[src/rtl/sram_bank_seq.sv]
module sram_bank_seq #(
  parameter int NB = 4,
  parameter int OW = 16,
  parameter int AW = 16,
  localparam int BW = (NB > 1) ? $clog2(NB) : 1
) (
  input  logic            clk,
  input  logic            rst_n,
  input  logic [NB*4-1:0] t_adr_setup,
  input  logic [NB*4-1:0] t_cs_setup,
  input  logic [NB*5-1:0] t_access,
  input  logic [NB*4-1:0] t_cs_hold,
  input  logic [NB*4-1:0] t_adr_hold,
  input  logic [NB*4-1:0] t_page_acc,
  input  logic [NB-1:0]   bank_wide,
  input  logic [NB-1:0]   bank_page,
  input  logic            req_valid,
  input  logic [BW-1:0]   req_bank,
  input  logic [OW-1:0]   req_off,
  input  logic            req_write,
  input  logic [15:0]     req_wdata,
  output logic            busy,
  output logic            done,
  output logic [63:0]     rd_data,
  output logic [AW-1:0]   mem_addr,
  output logic [NB-1:0]   mem_cs_n,
  output logic            mem_oe_n,
  output logic            mem_we_n,
  output logic [15:0]     mem_dq_o,
  output logic            mem_dq_oe,
  input  logic [15:0]     mem_dq_i
);

  typedef enum logic [2:0] {S_IDLE, S_ASU, S_CSU, S_ACC, S_PAGE, S_CSH, S_AH, S_DONE} st_t;

  st_t          st, tail_st;
  logic [4:0]   cnt, tail_cnt;
  logic [1:0]   beat;
  logic [BW-1:0] bk;
  logic         wr, wide, page;
  logic [AW-1:0] base;
  logic [15:0]  wd;
  logic [63:0]  rbuf;
  logic [3:0]   tas, tcs, tch, tah, tpa;
  logic [4:0]   tac;

  logic [3:0]   n_tas, n_tcs, n_tch, n_tah, n_tpa;
  logic [4:0]   n_tac;
  logic [15:0]  rd_beat;

  function automatic logic [4:0] dm1(input logic [3:0] v);
    return {1'b0, v - 4'd1};
  endfunction

  assign n_tas = t_adr_setup[req_bank*4 +: 4];
  assign n_tcs = t_cs_setup[req_bank*4 +: 4];
  assign n_tch = t_cs_hold[req_bank*4 +: 4];
  assign n_tah = t_adr_hold[req_bank*4 +: 4];
  assign n_tpa = t_page_acc[req_bank*4 +: 4];
  assign n_tac = t_access[req_bank*5 +: 5];

  assign rd_beat = wide ? mem_dq_i : {8'h00, mem_dq_i[7:0]};

  always_comb begin
    if (tch != 4'd0) begin
      tail_st = S_CSH;  tail_cnt = dm1(tch);
    end else if (tah != 4'd0) begin
      tail_st = S_AH;   tail_cnt = dm1(tah);
    end else begin
      tail_st = S_DONE; tail_cnt = 5'd0;
    end
  end

  always_ff @(posedge clk) begin
    if (!rst_n) begin
      st <= S_IDLE; cnt <= '0; beat <= '0; bk <= '0;
      wr <= 1'b0; wide <= 1'b0; page <= 1'b0;
      base <= '0; wd <= '0; rbuf <= '0;
      tas <= '0; tcs <= '0; tch <= '0; tah <= '0; tpa <= '0; tac <= '0;
    end else begin
      case (st)
        S_IDLE: if (req_valid) begin
          bk   <= req_bank;
          wr   <= req_write;
          wide <= bank_wide[req_bank];
          page <= bank_page[req_bank];
          base <= bank_wide[req_bank] ? AW'(req_off >> 1) : AW'(req_off);
          wd   <= req_wdata;
          rbuf <= '0;
          beat <= '0;
          tas <= n_tas; tcs <= n_tcs; tch <= n_tch;
          tah <= n_tah; tpa <= n_tpa; tac <= n_tac;
          if (n_tas != 4'd0) begin
            st <= S_ASU; cnt <= dm1(n_tas);
          end else if (n_tcs != 4'd0) begin
            st <= S_CSU; cnt <= dm1(n_tcs);
          end else begin
            st <= S_ACC; cnt <= n_tac;
          end
        end
        S_ASU:
          if (cnt != 5'd0) cnt <= cnt - 5'd1;
          else if (tcs != 4'd0) begin st <= S_CSU; cnt <= dm1(tcs); end
          else begin st <= S_ACC; cnt <= tac; end
        S_CSU:
          if (cnt != 5'd0) cnt <= cnt - 5'd1;
          else begin st <= S_ACC; cnt <= tac; end
        S_ACC, S_PAGE:
          if (cnt != 5'd0) cnt <= cnt - 5'd1;
          else begin
            if (!wr) rbuf[{beat, 4'b0000} +: 16] <= rd_beat;
            if (page && !wr && beat != 2'd3) begin
              st <= S_PAGE; cnt <= {1'b0, tpa}; beat <= beat + 2'd1;
            end else begin
              st <= tail_st; cnt <= tail_cnt;
            end
          end
        S_CSH:
          if (cnt != 5'd0) cnt <= cnt - 5'd1;
          else if (tah != 4'd0) begin st <= S_AH; cnt <= dm1(tah); end
          else begin st <= S_DONE; cnt <= '0; end
        S_AH:
          if (cnt != 5'd0) cnt <= cnt - 5'd1;
          else st <= S_DONE;
        S_DONE: st <= S_IDLE;
        default: st <= S_IDLE;
      endcase
    end
  end

  logic cs_on, strobe;
  assign cs_on  = (st == S_CSU) || (st == S_ACC) || (st == S_PAGE) || (st == S_CSH);
  assign strobe = (st == S_ACC) || (st == S_PAGE);

  assign busy      = (st != S_IDLE);
  assign done      = (st == S_DONE);
  assign rd_data   = rbuf;
  assign mem_addr  = base + AW'(beat);
  assign mem_cs_n  = cs_on ? ~(NB'(1) << bk) : {NB{1'b1}};
  assign mem_oe_n  = !(strobe && !wr);
  assign mem_we_n  = !(strobe && wr);
  assign mem_dq_o  = wide ? wd : {8'h00, wd[7:0]};
  assign mem_dq_oe = wr && (st != S_IDLE) && (st != S_DONE);

endmodule


[config.mk]
export PLATFORM = sky130hd
export DESIGN_NAME = sram_bank_seq
export DESIGN_NICKNAME = d
export VERILOG_FILES = /design/src/rtl/sram_bank_seq.sv
export SDC_FILE = /design/constraint.sdc
export NUM_CORES = 1
export LEC_CHECK = 0
export ABC_AREA = 1
export BUFFER_PORTS_ARGS = -buffer_cell sky130_fd_sc_hd__clkbuf_2
export CORE_MARGIN = 2
export CORE_UTILIZATION = 55
export CTS_CLUSTER_SIZE = 12
export DETAILED_ROUTE_END_ITERATION = 8
export MAX_ROUTING_LAYER = met4
export PLACE_DENSITY = 0.92
export SKIP_LAST_GASP = 1
export SYNTH_ARGS = -nofsm -noshare
export SYNTH_HDL_FRONTEND = slang
export SYNTH_SLANG_ARGS = --single-unit
[constraint.sdc]
create_clock -name clk -period 6.3 [get_ports clk]
set_clock_uncertainty 0.15 [all_clocks]
set_input_delay 0.315 -clock clk [delete_from_list [all_inputs] [get_ports clk]]
set_output_delay 0.315 -clock clk [all_outputs]
set_load 0.1 [all_outputs]
# Word level (Yosys, flattened, before mapping)
# Cells that the tools add are included.
[totals]
inputBits = 162
output_inout_bits = 105
register_bits = 132
wordCells = 126
[op_classes]
n_bitwise = 1
n_addsub = 9
n_reduce_logical = 29
magnitude_cmp = 1
mux = 43
multipliers = 1
n_shift = 9
eq_ne = 18
[op_table]
columns = ["operator", "n"]
rows = [
  ["two-way mux 64 bit", 3],
  ["case mux 64 bit (2 select lines)", 1],
  ["indexed part select 16 x 5 -> 4 bit", 5],
  ["bitwise mux 64 bit", 1],
  ["variable shift 16 x 8 -> 64 bit, first input constant", 1],
  ["indexed part select 16 x 8 -> 64 bit", 1],
  ["two-way mux 5 bit", 10],
  ["two-way mux 16 bit", 3],
  ["case mux 5 bit (6 select lines)", 1],
  ["two-way mux 3 bit", 8],
  ["case mux 3 bit (7 select lines)", 1],
  ["inequality test 2 bit, second input constant", 10],
  ["nonzero test 4 bit", 5],
  ["indexed part select 20 x 6 -> 5 bit", 1],
  ["subtractor 4 x 1 -> 4 bit, second input constant", 5],
  ["adder 16 x 2 -> 16 bit", 1],
  ["== test 3 bit, second input constant", 4],
  ["two-way mux 4 bit", 3],
  ["two-way mux 2 bit", 4],
  ["negation 6 -> 8 bit", 1],
  ["AND reduction 4 bit", 2],
  ["== test 3 x 2 -> 1 bit, second input constant", 2],
  ["logical AND 1 bit", 6],
  ["AND reduction 6 bit", 1],
  ["other kinds (21)", 31],
]

# Logic depth before layout (Yosys ltp)
# Gate-level depths: netlist of run 1.
[depth]
word_depth = 6
ltp_mapped = 15
ltp_nobuf = 15

# Worst setup path after synthesis of run 1
# OpenSTA, ideal clock, no wires.
[synth_path]
kind = "register -> output"
startpoint = "register beat[0]"
endpoint = "output port mem_addr[14]"
path_stages_with_launch = 11
t_required_ps = 5835
path_slack_ps = 2574
arrival_time_ps = 3261
path_cell_list = "dfxtp_1 ha_1 inv_1 fa_1 nor2_1 nand3_1 nor2_1 nand3_1 nor2_1 nand4_1 xnor2_1"
[synth_via]
elab_chain_cells = 1
[synth_rtl]
columns = ["element", "line", "text"]
rows = [
  ["start, declared", "38", "logic [1:0] beat;"],
  ["adder 16 x 2 -> 16 bit", "138", "assign mem_addr = base + AW'(beat);"],
  ["end, declared", "25", "output logic [AW-1:0] mem_addr,"],
]
# No other way between the ends.

# Final worst setup path of run 1
# Ends and elaborated chain as after synthesis.

==> impl_metrics.env, run 1 <==
export IMPL_run_status="finished, final reports clean"
export IMPL_slew_viol_final=0
export IMPL_final_cells=1553
export IMPL_vias=8524
export IMPL_slew_limit_headroom=0.2804
export IMPL_rows=42
export IMPL_async_reset_ff_frac=0
export IMPL_max_freq_mhz=263.1
export IMPL_totalWireLength_um=22940
export IMPL_min_path_type="primary input to flip-flop"
export IMPL_io_buffers=266
export IMPL_worstHoldPathCells=3
export IMPL_area_growth_pct=27.06
export IMPL_ant_nets=0
export IMPL_drt_first_iter_violations=777
export IMPL_maxCapViolCount=0
export IMPL_hold_viol=0
export IMPL_fp_dieW_um=121.1
export IMPL_powerDensity_nw_per_um2=471.0
export IMPL_dp_cells=1504
export IMPL_wl_per_cell_um=14.77
export IMPL_syn_num_nets=1304
export IMPL_grt_pass1_wl_um=35910
export IMPL_critPathRequiredTime_ns=5.83
export IMPL_drive_gt1_frac=0.2324
export IMPL_tns_ns=0
export IMPL_total_power_mw=4.511
export IMPL_fillCellCount=1065
export IMPL_finalWeightedCongestion=0.9530
export IMPL_grt_max_degree=82
export IMPL_cts_tree="done"
export IMPL_ys_ff_latch=132
export IMPL_synthFlopType="dfxtp_1"
export IMPL_fin_crit_sh=0.6034
export IMPL_die_area_sq_um=14660
export IMPL_dpl_hpwl_um=16490
export IMPL_avgViaCountPerCell=5.489
export IMPL_worstSetupPathType="flip-flop to primary output"
export IMPL_start_util=0.5669
export IMPL_grt_pass1_vias=7632
export IMPL_synth_mux_area_frac=0
export IMPL_synth_adder_area_share=0.02756
export IMPL_cts_inserted_buffers=17
export IMPL_synthXorXnorAreaFrac=0.02324
export IMPL_synth_compound_area_frac=0.1894
export IMPL_worstHoldStart="mem_dq_i[4]"
export IMPL_clkTransAtPathRegs_ns=0.06
export IMPL_cts_root_buf="clkbuf_16"
export IMPL_fin_nets=1542
export IMPL_peakVddDrop_uv=268.9
export IMPL_critPathLaunchType="flip-flop"
export IMPL_antenna_found_initial=0
export IMPL_seq_area_frac_synth=0.3506
export IMPL_r2r_start="st[2]$_SDFFE_PN0P_"
export IMPL_drcViolationCount=0
export IMPL_synth_top_family_by_area="simple AND/OR/NAND/NOR gates"
export IMPL_ios=267
export IMPL_track_usage=0.3142
export IMPL_synth_largest_area_cell="dfxtp_1"
export IMPL_synth_enable_flop_cells=0
export IMPL_netlist_instances=1126
export IMPL_dr_pass1_iters=5
export IMPL_clk_path_buf_depth=2
export IMPL_yosys_area_top_type_share=0.3506
export IMPL_antenna_cells_inserted=0
export IMPL_yosysUniqueCellTypes=42
export IMPL_worstSkewPairLatency_ns=0.42
export IMPL_min_to="rd_data[4]$_SDFFE_PN0P_"
export IMPL_tightestPinTransition_ns=1.076
export IMPL_r2r_end="rd_data[17]$_SDFFE_PN0P_"
export IMPL_regToRegSetupSlack_ns=3.18
export IMPL_arrival_ns=3.34
export IMPL_critPathMaxFanout=13
export IMPL_grt_overflow=0
export IMPL_cts_setup_buffers=0
export IMPL_p_leak_nw=4.582
export IMPL_syn_area_sq_um=7537
export IMPL_post_synth_cell_area_avg_sq_um=6.694
export IMPL_rr_worst_depth=7
export IMPL_htreeDepth=4
export IMPL_core_sq_um=13300
export IMPL_min_period_ns=3.801
export IMPL_dieHeight_um=121.1
export IMPL_cp_end_kind="primary output"
export IMPL_yosys_area_share_simple=0.3046
export IMPL_rsz0062_at_grt="false"
export IMPL_setup_viol=0
export IMPL_clock_sinks=132
export IMPL_ys_top_cells_by_area="dfxtp_1, nand2_1, a21oi_1"
export IMPL_yosys_warnings=0
-- cell usage in the layout, fill, tap and decap left out, drive strengths merged, types with 15 or more instances in the layout --
| master | synthesis | layout |
|---|---|---|
| a21oi | 102 | 102 |
| a211oi | 22 | 22 |
| nand2 | 304 | 304 |
| o211ai | 30 | 30 |
| ha | 15 | 15 |
| clkbuf | 45 | 287 |
| inv | 122 | 123 |
| nand3 | 68 | 68 |
| o21ai | 59 | 59 |
| nand3b | 30 | 30 |
| nor2 | 89 | 89 |
| dfxtp | 132 | 132 |
| dlygate4sd3 | 0 | 17 |
-- critical path, stage by stage, from the launching register on --
cell,delay [ns]
dfxtp_1,0.62
ha_1,0.25
inv_1,0.05
fa_1,0.39
nor2_1,0.22
nand3_1,0.16
nor2_1,0.15
nand3_1,0.13
nor2_1,0.16
nand4_1,0.13
xnor2_1,0.17
clkbuf_2,0.48
-- routing by layer --
metal,up-vias,GRT usage,share of wire
li1,4189,-,-
met5,-,-,0
met2,428,0.5358,0.50
met1,3844,0.3704,0.40
met4,0,0.1323,0.032
met3,63,0.04558,0.074
-- kinds of logic (layout without fill, tap and decap cells) --
kind of cell,Yosys count,in the layout
xor+xnor,20,20
fa+ha+maj,16,16
compound gates,241,241
simple gates,524,524
buf+inv,193,444
flops,132,132
-- timing repair --
item / 4_1_cts / 5_1_grt
gates resized for setup: 0 / 0
hold buffers: 17 / 0
hold endpoints to repair: 17 / 0
-- flip-flops by register name, summed over array words and instances, names as in the netlist, 3 cells and up --
| name | count |
|---|---|
| tch | 4 |
| rd_data | 64 |
| cnt | 5 |
| base | 16 |
| tcs | 4 |
| st | 3 |
| wd | 16 |
| tah | 4 |
| tac | 5 |
| tpa | 4 |
-- synth_stat cells (all sizes together) (2+ instances only) --
cell type and count:
ha 15, xnor2 8, o21ai 59, a32o 2
nand2 304, nor2 89, a31oi 14, or3b 5
nand4 6, nand3b 30, nor3 6, clkbuf 45
o221ai 3, or3 14, o22ai 7, buf 24
xor2 12, clkinv 2, dfxtp 132, a211oi 22
nand3 68, inv 122, o211ai 30, a21oi 102
-- metrics by stage --
stage / worst slack (ns) / area, sq um / hold WS (ns) / utilization
6_report: 2.499 / 9577 / 0.05684 / 0.7203
2_1_floorplan: 2.574 / 7537 / 0.2953 / -
5_1_grt: 2.325 / 9577 / 0.07028 / 0.7203
3_5_place_dp: 3.008 / 8803 / 0.2958 / 0.6621
4_1_cts: 2.518 / 9577 / 0.04118 / 0.7203
3_3_place_gp: 3.061 / 8803 / 0.2920 / 0.6621
-- worst max-delay path by stage --
stage / to / startpoint / depth (start not counted)
after floorplan: mem_addr[14] / beat[0]$_SDFFE_PN0P_ / 10
after global placement: mem_addr[14] / beat[0]$_SDFFE_PN0P_ / 11
after detailed placement: mem_addr[14] / beat[0]$_SDFFE_PN0P_ / 11
after CTS: mem_addr[14] / beat[0]$_SDFFE_PN0P_ / 11
after global routing: mem_addr[14] / beat[0]$_SDFFE_PN0P_ / 11
final: mem_addr[14] / beat[0]$_SDFFE_PN0P_ / 11
-- where the power goes --
part           internal [mW]  switching (mW)  total (mW)
logic                  0.555            1.79        2.34
registers               1.01           0.145        1.15
clock network          0.635           0.381        1.02
total                   2.20            2.31        4.51
-- layout make-up --
| type | count | area, sq um | share of cell area |
|---|---|---|---|
| clock buffer | 21 | 450.4 | 0.04703 |
| timing repair buffer | 288 | 1539 | 0.1607 |
| clock inverter | 11 | 152.6 | 0.01594 |
| inverter | 124 | 465.4 | 0.04860 |
| multi-input combinational | 801 | 4106 | 0.4288 |
| tap | 176 | 220.2 | 0.02299 |
| sequential | 132 | 2643 | 0.2759 |
No activity file was read; power rests on OpenSTA's default activity.
==> run 2, diff against run 1 <==
--- a/config.mk
+++ b/config.mk
@@ -5,14 +5,14 @@
 export SDC_FILE = /design/constraint.sdc
 export NUM_CORES = 1
 export LEC_CHECK = 0
-export ABC_AREA = 1
+export ABC_AREA = 0
 export BUFFER_PORTS_ARGS = -buffer_cell sky130_fd_sc_hd__clkbuf_2
 export CORE_MARGIN = 2
-export CORE_UTILIZATION = 55
+export CORE_UTILIZATION = 46
 export CTS_CLUSTER_SIZE = 12
 export DETAILED_ROUTE_END_ITERATION = 8
 export MAX_ROUTING_LAYER = met4
-export PLACE_DENSITY = 0.92
+export PLACE_DENSITY = 0.83
 export SKIP_LAST_GASP = 1
 export SYNTH_ARGS = -nofsm -noshare
 export SYNTH_HDL_FRONTEND = slang
==> constraint.sdc (replaced) <==
create_clock -name clk -period 3.2 [get_ports clk]
set_clock_uncertainty 0.15 [all_clocks]
set_input_delay 0.16 -clock clk [delete_from_list [all_inputs] [get_ports clk]]
set_output_delay 0.16 -clock clk [all_outputs]
set_load 0.1 [all_outputs]
==> run 2 against run 1 <==
Effect of this change:
- worst setup slack got worse by 2.3 ns
- clock power is 94% higher
- sequential share of layout area fell by 1.7 points
- critical path depth down 4
- register-to-register slack lost 2.8 ns
- global-route usage is 3.7 points lower
- combinational power increased by 39%
- total power up 62%
- count of clock-buffer cells in the layout fell by 2
- sequential power increased by 82%
- flip-flop and latch count stayed put
- die area grew 20%
==> impl_metrics.env, run 2 <==
export IMPL_start_util=0.4744
export IMPL_multi_input_area_sq_um=4528
export IMPL_yosys_area_top_type_share=0.3482
export IMPL_fin_nets=1366
export IMPL_drcViolationCount=0
export IMPL_pwr_share_clk=0.271
export IMPL_ant_nets=0
export IMPL_powerDensity_nw_per_um2=715.8
export IMPL_clkTransAtPathRegs_ns=0.06
export IMPL_track_usage=0.2773
export IMPL_run_status="finished, final reports clean"
export IMPL_vias=7894
export IMPL_setup_viol=0
export IMPL_slew_viol_final=0
export IMPL_die_area_sq_um=17540
export IMPL_cts_root_buf="clkbuf_16"
export IMPL_rows=46
export IMPL_post_synth_cell_area_avg_sq_um=8.452
export IMPL_final_core_util=0.6392
export IMPL_critPathLaunchType="flip-flop"
export IMPL_total_power_mw=7.321
export IMPL_synth_largest_area_cell="dfxtp_1"
export IMPL_fp_dieW_um=132.5
export IMPL_max_freq_mhz=338.1
export IMPL_area_growth_pct=34.75
export IMPL_hold_viol=0
export IMPL_synthTopCellsByCount="nand2_1, dfxtp_1, a21boi_0, nand3_1, clkbuf_1"
export IMPL_dieHeight_um=132.5
export IMPL_arrival_ns=2.65
export IMPL_slew_limit_headroom=0.5138
export IMPL_critPathRequiredTime_ns=2.89
export IMPL_switchingPower_mw=3.243
export IMPL_drive_gt1_frac=0.3042
export IMPL_cpPeakStageDelay_ns=0.48
export IMPL_tightestPinTransition_ns=0.7201
export IMPL_cts_tree="done"
export IMPL_yosysUniqueCellTypes=68
export IMPL_switching_share=0.4429
export IMPL_cp_top_family="simple AND/OR/NAND/NOR gates"
export IMPL_whs_ns=0.07165
export IMPL_tns_ns=0
export IMPL_final_common_cell="clkbuf_2"
export IMPL_synthFlopType="dfxtp_1"
export IMPL_maxCapViolCount=0
export IMPL_worstSetupPathType="flip-flop to primary output"
export IMPL_dpl_hpwl_um=16230
export IMPL_htreeDepth=4
export IMPL_wl_per_cell_um=16.59
export IMPL_finalWeightedCongestion=0.9730
export IMPL_io_buffers=266
export IMPL_cp_end_kind="primary output"
export IMPL_netlist_instances=898
export IMPL_seq_area_frac_synth=0.3482
export IMPL_min_path_type="primary input to flip-flop"
export IMPL_clk_path_buf_depth=2
export IMPL_async_reset_ff_frac=0
export IMPL_fillCellCount=1307
export IMPL_clock_sinks=132
export IMPL_core_sq_um=16000
export IMPL_grt_overflow=0
export IMPL_yosys_warnings=0
export IMPL_ys_ff_latch=132
export IMPL_avgViaCountPerCell=5.571
export IMPL_yosysMostFrequentCell="nand2_1"
export IMPL_critPathMaxFanout=6
export IMPL_synth_enable_flop_cells=0
export IMPL_syn_area_sq_um=7590
export IMPL_peakVddDrop_uv=388.5
export IMPL_path_cells="ha_1 > a21oi_1 > nor3b_1 > nand3_1 > nor2_1 > xor2_1 > clkbuf_2"
export IMPL_dr_pass1_iters=5
export IMPL_worstSkewPairLatency_ns=0.42
export IMPL_fin_crit_sh=0.9242
export IMPL_path_buf_inv=1
export IMPL_rsz0062_at_grt="false"
export IMPL_regArea_sq_um=2644
export IMPL_p_int_mw=4.078
export IMPL_syn_num_nets=1076
export IMPL_min_period_ns=2.957
export IMPL_cts_inserted_buffers=17
export IMPL_totalWireLength_um=23500
export IMPL_grt_max_degree=80
export IMPL_final_cells=1417
export IMPL_p_leak_nw=4.435
export IMPL_antenna_found_initial=1
export IMPL_final_cell_mix="clkbuf_2, nand2_1, dfxtp_1"
export IMPL_cp_slowest_cell="clkbuf_2"
export IMPL_ys_top_cells_by_area="dfxtp_1, nand2_1, mux4_2"
export IMPL_dp_cells=1327
export IMPL_cts_setup_buffers=0
export IMPL_grt_pass1_vias=7654
export IMPL_ios=267
export IMPL_seq_power_share=0.285
export IMPL_largest_reg_flops=64
export IMPL_grt_pass1_wl_um=38300
export IMPL_pwr_share_comb=0.444
export IMPL_drt_first_iter_violations=640
[run 2: cell types whose count changed in the layout (fill, tap and decap cells not counted), sizes merged, moves of 28 or more]
cell | previous run | this run
a21boi | 0 | 91
a21oi | 102 | 32
dlygate4sd3 | 17 | 58
inv | 123 | 28
nand2 | 304 | 184
nand3b | 30 | 2
nor2 | 89 | 37
o21ai | 59 | 20
[run 2: final timing paths]
kind                                  from                        to  slack [ns]  cells past startpoint
setup reg to reg       cnt[0]$_SDFFE_PN0P_  rd_data[39]$_SDFFE_PN0P_        0.40                      9
hold reg to reg   rd_data[60]$_SDFFE_PN0P_  rd_data[60]$_SDFFE_PN0P_        0.30                      2
hold / removal                 req_bank[0]        bk[0]$_SDFFE_PN0P_        0.07                      3
setup / recovery      beat[1]$_SDFFE_PN0P_               mem_addr[9]        0.24                      7
[run 2: power by group through the flow]
| stage | Clock, mW | Sequential [mW] | Combinational, mW |
|---|---|---|---|
| 4_1_cts | 2.01 | 2.08 | 3.20 |
| 3_5_place_dp | 0 | 2.11 | 3.12 |
| 5_1_grt | 2.08 | 2.12 | 3.51 |
| 2_1_floorplan | 0 | 2.06 | 2.49 |
| 6_report | 1.98 | 2.09 | 3.25 |
| 3_3_place_gp | 0 | 2.10 | 3.09 |
[run 2: final cells by class]
cell class | instances | area share
multi-input cells | 667 | 0.4427
inverters | 27 | 0.009909
clock inverters | 12 | 0.01517
diodes | 1 | 0.0002447
clock buffers | 19 | 0.04331
well taps | 216 | 0.02643
flip-flops and latches | 132 | 0.2585
repair buffers | 343 | 0.2037
[run 2: metrics by stage]
step / setup slack [ns] / area [sq um]
2_1_floorplan: 0.01556 / 7627
3_3_place_gp: 0.5546 / 9030
3_5_place_dp: 0.4500 / 9030
4_1_cts: 0.07861 / 10210
5_1_grt: 0.05197 / 10230
6_report: 0.2427 / 10230
[run 2: worst register-to-register path, delay by kind of cell, from the launching register on]
family,cells,cell delay (ns)
buffers and inverters,2,0.31
AND/OR/NAND/NOR,3,1.17
flip-flops,1,0.34
adder cells (fa/ha/maj),1,0.22
AO/OA/AOI/OAI,3,0.51
[run 2: logic make-up after synthesis]
logic type                 after synthesis  share of synthesized area
AOI/OAI and AO/OA                      202                     0.1968
adders and majority gates               16                    0.02737
xor gates and xnor gates                18                    0.02077
DFF                                    132                     0.3482
and+or+nand+nor                        386                     0.2418
buffers and inverters                   99                    0.06116
muxes                                   45                     0.1039
[run 2: routing by layer]
layer	routed length, um	up-vias	GRT usage
li1	-	3751	-
met2	11680	442	0.4680
met5	0	-	-
met4	612	0	0.1045
met3	1876	51	0.06092
met1	9335	3650	0.3234
[run 2: what timing repair did]
action / 4_1_cts / 5_1_grt
hold endpoints to repair: 82 / 0
endpoints found under the setup margin: 1 / 7
hold buffers: 58 / 0
resized for setup: 1 / 7
==> run 3, diff against run 2 <==
--- a/config.mk
+++ b/config.mk
@@ -12,7 +12,7 @@
 export CTS_CLUSTER_SIZE = 12
 export DETAILED_ROUTE_END_ITERATION = 8
 export MAX_ROUTING_LAYER = met4
-export PLACE_DENSITY = 0.83
+export PLACE_DENSITY = 0.82
 export SKIP_LAST_GASP = 1
 export SYNTH_ARGS = -nofsm -noshare
 export SYNTH_HDL_FRONTEND = slang
==> run 3 against run 2 <==
Effect of this change:
- hold slack lost 0.022 ns
- register-to-register slack is essentially flat
- sequential power is essentially flat
- die area is the same
- maximum frequency shrank 1.8%
- clock power grew 5%
- cell count shrank 0.49%
- via count shrank 0.49%
- total power grew 0.66%
- global-route usage shrank 0.53 points
- worst setup slack lost 0.055 ns
- cell area shrank 0.24%
- largest power group unchanged
==> impl_metrics.env, run 3 (synthesis gave the netlist of run 2 again) <==
export IMPL_dp_cells=1324
export IMPL_cpPeakStageDelay_ns=0.47
export IMPL_antenna_cells_inserted=0
export IMPL_r2r_end="rd_data[41]$_SDFFE_PN0P_"
export IMPL_critPathMaxFanout=9
export IMPL_io_buffers=266
export IMPL_grt_overflow=0
export IMPL_clkTransAtPathRegs_ns=0.06
export IMPL_drt_first_iter_violations=533
export IMPL_regToRegSetupSlack_ns=0.41
export IMPL_tightestPinTransition_ns=0.7096
export IMPL_die_area_sq_um=17540
export IMPL_min_to="bk[0]$_SDFFE_PN0P_"
export IMPL_htreeDepth=4
export IMPL_slew_viol_final=0
export IMPL_worstHoldStart="req_bank[0]"
export IMPL_peakVddDrop_uv=422.0
export IMPL_fin_nets=1361
export IMPL_powerDensity_nw_per_um2=722.2
export IMPL_hold_viol=0
export IMPL_r2r_start="st[0]$_SDFFE_PN0P_"
export IMPL_drcViolationCount=0
export IMPL_min_path_type="primary input to flip-flop"
export IMPL_worstSkewPairLatency_ns=0.42
export IMPL_cts_inserted_buffers=17
export IMPL_p_leak_nw=4.421
export IMPL_ios=267
export IMPL_max_freq_mhz=332.0
export IMPL_cts_setup_buffers=0
export IMPL_drive_gt1_frac=0.3007
export IMPL_final_cell_mix="clkbuf_2, nand2_1, dfxtp_1"
export IMPL_dieHeight_um=132.5
export IMPL_largest_reg_flops=64
export IMPL_dr_pass1_iters=6
export IMPL_maxCapViolCount=0
export IMPL_grt_pass1_vias=7673
export IMPL_slew_limit_headroom=0.5269
export IMPL_fin_crit_sh=0.9412
export IMPL_track_usage=0.2720
export IMPL_cp_slowest_cell="clkbuf_2"
export IMPL_rows=46
export IMPL_cts_tree="done"
export IMPL_rr_worst_depth=6
export IMPL_start_util=0.4744
export IMPL_grt_pass1_wl_um=37310
export IMPL_cts_root_buf="clkbuf_16"
export IMPL_final_cells=1410
export IMPL_critPathLaunchType="flip-flop"
export IMPL_final_common_cell="clkbuf_2"
export IMPL_arrival_ns=2.70
export IMPL_total_power_mw=7.369
export IMPL_worstSetupPathType="flip-flop to primary output"
export IMPL_vias=7855
export IMPL_finalWeightedCongestion=1.021
export IMPL_tns_ns=0
export IMPL_path_cells="ha_1 > inv_1 > fa_1 > nor2_1 > and3_1 > nand3_1 > xnor2_2 > clkbuf_2"
export IMPL_avgViaCountPerCell=5.571
export IMPL_ant_nets=0
export IMPL_clk_path_buf_depth=2
export IMPL_critPathRequiredTime_ns=2.89
export IMPL_core_sq_um=16000
export IMPL_timing_final_ws_setup_ns=0.1880
export IMPL_min_period_ns=3.012
export IMPL_worstHoldPathCells=3
export IMPL_clock_sinks=132
export IMPL_setup_viol=0
export IMPL_pre_cts_ws_ns=0.4863
export IMPL_area_growth_pct=34.42
export IMPL_dpl_hpwl_um=16280
export IMPL_wl_per_cell_um=16.48
export IMPL_cp_end_kind="primary output"
export IMPL_run_status="finished, final reports clean"
export IMPL_antenna_found_initial=0
export IMPL_fp_dieW_um=132.5
export IMPL_totalWireLength_um=23230
export IMPL_grt_max_degree=79
run 3: cell types whose count changed in the layout (fill, tap and decap cells not counted), moves of 2 or more:
cell	change
buf_4	-2
clkinv_2	-2
clkinv_4	-3
dlygate4sd3_1	-2
clkbuf_8	+2
run 3: worst max-delay path by stage:
| stage | start | end | slack, ns | cells after the start |
|---|---|---|---|---|
| finish | beat[0]$_SDFFE_PN0P_ | mem_addr[10] | 0.19 | 8 |
| global route | beat[1]$_SDFFE_PN0P_ | mem_addr[12] | -0.02 | 8 |
| CTS | beat[0]$_SDFFE_PN0P_ | mem_addr[15] | 0.02 | 8 |
| detailed placement | cnt[0]$_SDFFE_PN0P_ | rd_data[41]$_SDFFE_PN0P_ | 0.49 | 8 |
| global placement | cnt[0]$_SDFFE_PN0P_ | rd_data[40]$_SDFFE_PN0P_ | 0.57 | 8 |
| floorplan | beat[0]$_SDFFE_PN0P_ | mem_addr[6] | 0.02 | 6 |
run 3: critical path: cells and delay by family, from the launching register on:
kind | cells | cell delay (ns)
AND/OR/NAND/NOR | 3 | 0.62
adder cells (fa/ha/maj) | 2 | 0.58
buffers and inverters | 2 | 0.52
flip-flops | 1 | 0.41
XOR/XNOR | 1 | 0.14
run 3: power breakdown:
part | leakage, nW | switching (mW) | internal, mW
registers | 1.07 | 0.246 | 1.85
clock network | 0.299 | 0.720 | 1.36
logic | 3.05 | 2.24 | 0.954
run 3: stage by stage:
stage / hold slack, ns / util / area, sq um
2_1_floorplan: 0.1549 / - / 7627
3_3_place_gp: 0.2440 / 0.5630 / 9007
3_5_place_dp: 0.2530 / 0.5630 / 9007
4_1_cts: 0.05615 / 0.6369 / 10190
5_1_grt: 0.09188 / 0.6376 / 10200
6_report: 0.04976 / 0.6376 / 10200
run 3: what timing repair did:
item                       CTS  global route
hold endpoints to repair    82             0
setup endpoints to repair    0             7
resized for setup            0             7
hold buffers                56             0
run 3: layout make-up:
cell class | count | area (sq um)
fill | 1323 | 5798
multi-input combinational | 667 | 4527
sequential | 132 | 2644
timing repair buffer | 338 | 2037
clock buffer | 22 | 474.2
tap | 216 | 270.3
clock inverter | 8 | 148.9
inverter | 27 | 101.3
run 3: metal layers:
metal,share of wire,up-vias,track usage
met5,0,-,-
met4,0.032,0,0.1183
met3,0.075,65,0.05632
met2,0.48,386,0.4485
met1,0.41,3659,0.3220
li1,-,3745,-
